<file path="src/rtl/trim_cal_pkg.sv">
package trim_cal_pkg;
  typedef enum logic [2:0] {
    ST_IDLE,
    ST_SETTLE,
    ST_ARM,
    ST_MEAS,
    ST_EVAL
  } calState_t;

  typedef struct packed {
    logic clearWin;
    logic capFirst;
    logic countRef;
    logic latchMeas;
    logic stepUp;
    logic stepDn;
  } calStrobe_t;
endpackage

</file>
<file path="src/rtl/trim_cal_datapath.sv">
module trim_cal_datapath
  import trim_cal_pkg::*;
#(
  parameter int CNT_W  = 16,
  parameter int REF_W  = 8,
  parameter int TRIM_W = 5
) (
  input  logic              clk,
  input  logic              rstN,
  input  logic              refTick,
  input  logic              useOverflow,
  input  logic [CNT_W-1:0]  expCount,
  input  logic [CNT_W-1:0]  tolerance,
  input  logic [REF_W-1:0]  windowTicks,
  input  calStrobe_t        strobe,
  output logic              refEdge,
  output logic              winFull,
  output logic              tooFast,
  output logic              tooSlow,
  output logic              atMax,
  output logic              atMin,
  output logic [TRIM_W-1:0] trimCode
);
  localparam logic [TRIM_W-1:0] TRIM_MAX = {1'b0, {(TRIM_W-1){1'b1}}};
  localparam logic [TRIM_W-1:0] TRIM_MIN = {1'b1, {(TRIM_W-1){1'b0}}};
  localparam logic [TRIM_W-1:0] TRIM_ONE = TRIM_W'(1);

  logic              refPrev;
  logic [CNT_W-1:0]  freeCnt;
  logic [CNT_W-1:0]  firstCap;
  logic [CNT_W-1:0]  winCnt;
  logic [REF_W-1:0]  refCnt;
  logic [CNT_W-1:0]  measQ;
  logic [TRIM_W-1:0] trimQ;
  logic [REF_W:0]    winLen;
  logic [CNT_W:0]    upperLim;
  logic [CNT_W:0]    measPlusTol;

  assign refEdge = refTick & ~refPrev;

  // window length, zero treated as one period
  assign winLen  = (windowTicks == '0) ? (REF_W+1)'(1) : {1'b0, windowTicks};
  assign winFull = ({1'b0, refCnt} + (REF_W+1)'(1)) >= winLen;

  always_ff @(posedge clk) begin
    if (!rstN) begin
      refPrev  <= 1'b0;
      freeCnt  <= '0;
      firstCap <= '0;
      winCnt   <= '0;
      refCnt   <= '0;
      measQ    <= '0;
    end else begin
      refPrev <= refTick;
      freeCnt <= freeCnt + CNT_W'(1);
      if (strobe.clearWin) begin
        winCnt <= CNT_W'(1);
        refCnt <= '0;
      end else begin
        winCnt <= winCnt + CNT_W'(1);
        if (strobe.countRef) refCnt <= refCnt + REF_W'(1);
      end
      if (strobe.capFirst) firstCap <= freeCnt;
      if (strobe.latchMeas)
        measQ <= useOverflow ? winCnt : (freeCnt - firstCap);
    end
  end

  // tolerance band comparison, one extra bit to avoid overflow
  assign upperLim    = {1'b0, expCount} + {1'b0, tolerance};
  assign measPlusTol = {1'b0, measQ} + {1'b0, tolerance};
  assign tooFast     = {1'b0, measQ} > upperLim;
  assign tooSlow     = measPlusTol < {1'b0, expCount};

  assign atMax = (trimQ == TRIM_MAX);
  assign atMin = (trimQ == TRIM_MIN);

  always_ff @(posedge clk) begin
    if (!rstN) begin
      trimQ <= '0;
    end else if (strobe.stepUp && !atMax) begin
      trimQ <= trimQ + TRIM_ONE;
    end else if (strobe.stepDn && !atMin) begin
      trimQ <= trimQ - TRIM_ONE;
    end
  end

  assign trimCode = trimQ;

  // the code moves by exactly one notch whenever it moves
  a_r6_single_step: assert property (@(posedge clk) disable iff (!rstN)
    !$stable(trimQ) |-> ((trimQ == $past(trimQ) + TRIM_ONE) ||
                         (trimQ == $past(trimQ) - TRIM_ONE)));

  // a downward step follows a too-fast measurement
  a_r3_down_after_fast: assert property (@(posedge clk) disable iff (!rstN)
    (!$stable(trimQ) && (trimQ == $past(trimQ) - TRIM_ONE)) |-> $past(tooFast));

  // an upward step follows a too-slow measurement
  a_r4_up_after_slow: assert property (@(posedge clk) disable iff (!rstN)
    (!$stable(trimQ) && (trimQ == $past(trimQ) + TRIM_ONE)) |-> $past(tooSlow));

  // no wrap between the signed limits
  a_r6_no_wrap: assert property (@(posedge clk) disable iff (!rstN)
    ($past(trimQ) == TRIM_MAX) |-> (trimQ != TRIM_MIN));
endmodule

</file>
<file path="src/rtl/trim_cal_control.sv">
module trim_cal_control
  import trim_cal_pkg::*;
#(
  parameter int REF_W     = 8,
  parameter int SETTLE_DEF = 2
) (
  input  logic             clk,
  input  logic             rstN,
  input  logic             start,
  input  logic             useOverflow,
  input  logic [REF_W-1:0] settleTicks,
  input  logic             refEdge,
  input  logic             winFull,
  input  logic             tooFast,
  input  logic             tooSlow,
  input  logic             atMax,
  input  logic             atMin,
  output calStrobe_t       strobe,
  output logic             done,
  output logic             saturated
);
  calState_t        state, stateNext;
  logic [REF_W-1:0] settleLeft, settleLeftNext;
  logic [REF_W-1:0] settleLoad;
  logic             inRow, inRowNext;
  logic             doneQ, doneNext;
  logic             satQ, satNext;

  assign settleLoad = (settleTicks == '0) ? REF_W'(SETTLE_DEF) : settleTicks;

  always_comb begin
    stateNext      = state;
    settleLeftNext = settleLeft;
    inRowNext      = inRow;
    doneNext       = doneQ;
    satNext        = satQ;
    strobe         = '0;
    if (start) begin
      stateNext = ST_ARM;
      inRowNext = 1'b0;
      doneNext  = 1'b0;
      satNext   = 1'b0;
    end else begin
      unique case (state)
        ST_IDLE: ;
        ST_SETTLE: begin
          if (refEdge) begin
            if (settleLeft <= REF_W'(1)) stateNext = ST_ARM;
            else settleLeftNext = settleLeft - REF_W'(1);
          end
        end
        ST_ARM: begin
          if (refEdge) begin
            strobe.clearWin = 1'b1;
            strobe.capFirst = 1'b1;
            stateNext       = ST_MEAS;
          end
        end
        ST_MEAS: begin
          if (refEdge) begin
            if (!useOverflow || winFull) begin
              strobe.latchMeas = 1'b1;
              stateNext        = ST_EVAL;
            end else begin
              strobe.countRef = 1'b1;
            end
          end
        end
        ST_EVAL: begin
          if (tooFast || tooSlow) begin
            inRowNext = 1'b0;
            if ((tooFast && atMin) || (tooSlow && atMax)) begin
              satNext   = 1'b1;
              stateNext = ST_IDLE;
            end else begin
              strobe.stepDn  = tooFast;
              strobe.stepUp  = tooSlow;
              settleLeftNext = settleLoad;
              stateNext      = ST_SETTLE;
            end
          end else if (inRow) begin
            doneNext  = 1'b1;
            stateNext = ST_IDLE;
          end else begin
            inRowNext = 1'b1;
            stateNext = ST_ARM;
          end
        end
        default: stateNext = ST_IDLE;
      endcase
    end
  end

  always_ff @(posedge clk) begin
    if (!rstN) begin
      state      <= ST_IDLE;
      settleLeft <= '0;
      inRow      <= 1'b0;
      doneQ      <= 1'b0;
      satQ       <= 1'b0;
    end else begin
      state      <= stateNext;
      settleLeft <= settleLeftNext;
      inRow      <= inRowNext;
      doneQ      <= doneNext;
      satQ       <= satNext;
    end
  end

  assign done      = doneQ;
  assign saturated = satQ;

  // success and saturation never coexist
  a_r7_done_not_sat: assert property (@(posedge clk) disable iff (!rstN)
    !(doneQ && satQ));

  // saturation is only reported with the code pinned at a limit
  a_r6_sat_at_limit: assert property (@(posedge clk) disable iff (!rstN)
    satQ |-> (atMax || atMin));

  // a start pulse clears both flags on the next cycle
  a_r8_start_clears: assert property (@(posedge clk) disable iff (!rstN)
    start |=> (!doneQ && !satQ));

  // done holds until a start arrives
  a_r7_done_holds: assert property (@(posedge clk) disable iff (!rstN)
    (doneQ && !start) |=> doneQ);
endmodule

</file>
<file path="src/rtl/trim_cal_engine.sv">
module trim_cal_engine
  import trim_cal_pkg::*;
#(
  parameter int CNT_W      = 16,
  parameter int REF_W      = 8,
  parameter int TRIM_W     = 5,
  parameter int SETTLE_DEF = 2
) (
  input  logic              clk,
  input  logic              rstN,
  input  logic              refTick,
  input  logic              start,
  input  logic              useOverflow,
  input  logic [CNT_W-1:0]  expCount,
  input  logic [CNT_W-1:0]  tolerance,
  input  logic [REF_W-1:0]  windowTicks,
  input  logic [REF_W-1:0]  settleTicks,
  output logic [TRIM_W-1:0] trimCode,
  output logic              done,
  output logic              saturated
);
  calStrobe_t strobe;
  logic refEdge, winFull, tooFast, tooSlow, atMax, atMin;

  trim_cal_datapath #(
    .CNT_W (CNT_W),
    .REF_W (REF_W),
    .TRIM_W(TRIM_W)
  ) datapath_i (
    .clk        (clk),
    .rstN       (rstN),
    .refTick    (refTick),
    .useOverflow(useOverflow),
    .expCount   (expCount),
    .tolerance  (tolerance),
    .windowTicks(windowTicks),
    .strobe     (strobe),
    .refEdge    (refEdge),
    .winFull    (winFull),
    .tooFast    (tooFast),
    .tooSlow    (tooSlow),
    .atMax      (atMax),
    .atMin      (atMin),
    .trimCode   (trimCode)
  );

  trim_cal_control #(
    .REF_W     (REF_W),
    .SETTLE_DEF(SETTLE_DEF)
  ) control_i (
    .clk        (clk),
    .rstN       (rstN),
    .start      (start),
    .useOverflow(useOverflow),
    .settleTicks(settleTicks),
    .refEdge    (refEdge),
    .winFull    (winFull),
    .tooFast    (tooFast),
    .tooSlow    (tooSlow),
    .atMax      (atMax),
    .atMin      (atMin),
    .strobe     (strobe),
    .done       (done),
    .saturated  (saturated)
  );
endmodule

</file>
<file path="config.mk">
export PLATFORM = sky130hd
export DESIGN_NAME = trim_cal_engine
export DESIGN_NICKNAME = d
export VERILOG_FILES = /design/src/rtl/trim_cal_pkg.sv /design/src/rtl/trim_cal_datapath.sv /design/src/rtl/trim_cal_control.sv /design/src/rtl/trim_cal_engine.sv
export SDC_FILE = /design/constraint.sdc
export NUM_CORES = 1
export LEC_CHECK = 0
export ABC_AREA = 1
export BUFFER_PORTS_ARGS = -buffer_cell sky130_fd_sc_hd__buf_2
export CAP_MARGIN = 20
export CORE_UTILIZATION = 52
export CTS_CLUSTER_DIAMETER = 100
export DETAILED_ROUTE_END_ITERATION = 8
export PLACE_DENSITY = 0.71
export SLEW_MARGIN = 20
export SYNTH_ARGS = -nofsm -noshare
export SYNTH_HDL_FRONTEND = slang
export SYNTH_HIERARCHICAL = 1
export SYNTH_SLANG_ARGS = --single-unit
</file>
<file path="constraint.sdc">
create_clock -name clk -period 11.13 [get_ports clk]
set_input_delay 2.7825 -clock clk [delete_from_list [all_inputs] [get_ports clk]]
set_output_delay 2.7825 -clock clk [all_outputs]
set_load 0.05 [all_outputs]
</file>
==> flow_summary_export.csv <==
group,metric,value,unit
sta,finClkSkew,0.0108,ns
route,antenna_left,0,
sta,setup_violations,0,
clock_tree,cts_sinks,92,
sta,fmax,140,MHz
layout,final_cells,1406,
yosys,synthesis.nets,1315,
run_status,status,"complete, no violations",
critical_path,critPathKind,"in -> reg",
hold_path,hold-path-endpoint,"datapath_i/firstCap[8]",
sta,relSlewSlack,40.4,%
yosys,synthesis.area,0.00771,mm^2
sta,final.min_clock_period,7.12,ns
route,wire_per_inst,12.6,um
critical_path,cpMaxStageDelayCell,"fa_1",
layout,diodes,0,
critical_path,cpPeakStageDelay,0.47,ns
sta,rsz0062_at_grt,"no",
yosys,synth.avg_cell_area,6.62,um^2
route,num_vias,7365,
clock_tree,cts_buffers,9,
floorplan,initial_core_util,53.2,%
floorplan,die_x,124,um
critical_path,end_kind,"flop",
yosys,ys_ff_latch,92,
route,drt_first_iter_violations,336,
hold_path,holdCritPathClass,"reg -> reg",
layout,post_route_cells_drive_above_1_share,9.00,%
layout,syn_to_final_growth,9.82,%
yosys,synth_edf_count,0,
clock_tree,cts_buffer_depth,2,
floorplan,die-height,124,um
clock_tree,clkTransAtPathRegs,0.07,ns
yosys,ys_warn_count,6,
clock_tree,cts_tree,"done",
global_routing,grt.overflow.total,0,
floorplan,placementRows,44,
route,dr.pass1.iters,4,
floorplan,ios,60,
yosys,muxShareOfSynthArea,0,%
yosys,syn_inst,1164,
layout,final_cell_mix,"228 x nand2_1, 190 x inv_1, 135 x a21oi_1, 97 x nor2_1, 94 x ha_1",
critical_path,required,11.37,ns
route,viasPerCell,5.24,
place,gp_congestion,0.903,
hold_path,min_path_cells,2,
power,irDropWorstVdd,0.0000625,V
global_routing,grtUsageTotal,23.7,%
critical_path,cp.arrival,7.37,ns
critical_path,r2r_end,"datapath_i/trimCode[4]",
layout,finish.net_count,1368,
global_routing,grt_start_max_net_pins,42,
clock_tree,cts_max_level,3,
clock_tree,postCtsHoldBufs,0,
critical_path,reg2reg_slack,6.16,ns
route,routed_wl,17.8,mm
yosys,async_reset_ff_share,0,%
place,dpl.cell_count,1390,
power,p_leak,4.31,nW
power,p_per_area,97.5,mW/mm^2
global_routing,grt_first_pass_wirelength,29.0,mm
clock_tree,ctsResizeCount,0,
floorplan,core-area,0.0145,mm^2
critical_path,r2r_start,"datapath_i/measQ[0]",
yosys,synth-compound-area-share,17.4,%
clock_tree,insertion_delay,0.34,ns
sta,hold_viol,0,
sta,tightest_slew,0.890,ns
critical_path,worstSetupStartpointType,"input pin",
floorplan,dieArea,0.0153,mm^2
yosys,synth_top_family_by_area,"simple AND/OR/NAND/NOR gates",
place,detailed_place_hpwl,14.2,mm
yosys,synth_fa_ha_area_share,16.3,%
flow_run,max_cap_violations,0,
critical_path,crit_top_cell,"nand2_1",
sta,slew_violations,0,
critical_path,rr_worst_depth,30,
global_routing,grt_pass1_vias,6611,
yosys,synthSimpleGateAreaFrac,27.0,%
global_routing,antenna_found_initial,0,
sta,fin_tns_setup,0,ns
clock_tree,clockRootBuffer,"clkbuf_16",
critical_path,path_max_fanout,8,
sta,fin_crit_sh,64.0,%
clock_tree,post-cts-setup-buffer-count,0,
place,portBuffers,59,
yosys,synth-xor-area-share,4.66,%
yosys,synth_cell_types,47,
yosys,yosysSeqAreaShare,23.9,%
yosys,synth_top_flop_cell,"dfxtp_1",
hold_path,hold_start,"datapath_i/firstCap[8]",
route,drc,0,
layout,mostFrequentLayoutCell,"nand2_1",
## how the worst max path moves through the flow
stage / endpoint / slack (ns) / startpoint / cells after the start
2_1_floorplan: datapath_i/trimCode[4] / 4.35 / expCount[0] / 28
3_3_place_gp: datapath_i/trimCode[4] / 3.81 / expCount[0] / 29
3_5_place_dp: datapath_i/trimCode[4] / 3.68 / expCount[0] / 29
4_1_cts: datapath_i/trimCode[4] / 4.01 / expCount[0] / 29
5_1_grt: datapath_i/trimCode[4] / 3.50 / expCount[0] / 29
6_report: datapath_i/trimCode[4] / 4.01 / tolerance[0] / 31
## routing by layer
layer  vias up  wire length [um]  GRT usage [%]
met4         0               315           7.83
met5         -                 0              0
met3        24               580           2.84
met1      3275              8590           30.3
met2       115              8290           41.2
li1       3951                 -              -
## critical path: cells and delay by family
kind	cells	cell delay (ns)
AOI/OAI and AO/OA	5	0.97
xor gates and xnor gates	1	0.19
adders and majority gates	4	1.30
buffers and inverters	4	0.28
and+or+nand+nor	17	1.82
## state kept, by name, indices dropped and copies added (netlist names)
| name | cells |
|---|---|
| datapath_i/refCnt | 8 |
| datapath_i/measQ | 16 |
| datapath_i/winCnt | 16 |
| control_i/settleLeft | 8 |
| control_i/saturated | 1 |
| datapath_i/refPrev | 1 |
| datapath_i/trimCode | 5 |
| datapath_i/freeCnt | 16 |
| control_i/inRow | 1 |
| control_i/done | 1 |
| control_i/state | 3 |
| datapath_i/firstCap | 16 |
## cell usage after synthesis, types with 2 or more instances
master / number / area [um^2]
nand2_1: 228 / 856
inv_1: 190 / 713
a21oi_1: 135 / 676
nor2_1: 97 / 364
ha_1: 94 / 1180
dfxtp_1: 92 / 1840
o21ai_0: 74 / 370
nand3_1: 66 / 330
xor2_1: 33 / 289
nor3_1: 25 / 125
clkbuf_1: 14 / 52.6
nand4_1: 12 / 75.1
xnor2_1: 8 / 70.1
nand2_2: 7 / 43.8
nor2_2: 7 / 43.8
a21o_1: 6 / 45.0
o21ai_1: 6 / 30.0
inv_2: 5 / 18.8
nand3b_1: 5 / 37.5
nor4_1: 5 / 31.3
o21a_1: 5 / 37.5
o21bai_1: 5 / 37.5
a211oi_1: 4 / 30.0
fa_1: 4 / 80.1
nand3_2: 4 / 40.0
o211ai_1: 4 / 30.0
nor2_4: 3 / 33.8
a221oi_1: 2 / 17.5
buf_2: 2 / 10.0
buf_6: 2 / 22.5
nor3_2: 2 / 20.0
nor3b_1: 2 / 15.0
o2111ai_1: 2 / 17.5
## through the flow
step	area (um^2)	hold slack, ns	utilization (%)	power, mW	setup slack, ns
floorplan	7710	0.430	-	0.476	4.35
global placement	8160	0.446	56.4	0.520	3.81
detailed placement	8160	0.454	56.4	0.523	3.68
CTS	8460	0.464	58.4	0.835	4.01
global route	8470	0.497	58.5	0.878	3.50
finish	8470	0.460	58.5	0.825	4.01
## power breakdown
group | switching, mW | internal, mW
clock network | 0.133 | 0.176
logic | 0.111 | 0.0667
registers | 0.00406 | 0.334
## final cells by class
type / count / area (um^2)
tap: 184 / 230
timing repair buffer: 62 / 318
clock buffer: 10 / 229
fill: 1504 / 6010
multi-input combinational: 857 / 5040
inverter: 195 / 732
clock inverter: 6 / 71.3
sequential: 92 / 1840
## kinds of logic after synthesis
family / Yosys count
AO/OA/AOI/OAI: 249
XOR/XNOR: 41
buffers and inverters: 215
adder cells (fa/ha/maj): 98
flip-flops: 92
AND/OR/NAND/NOR: 469
Note: power is estimated with default switching activity, not from simulation.
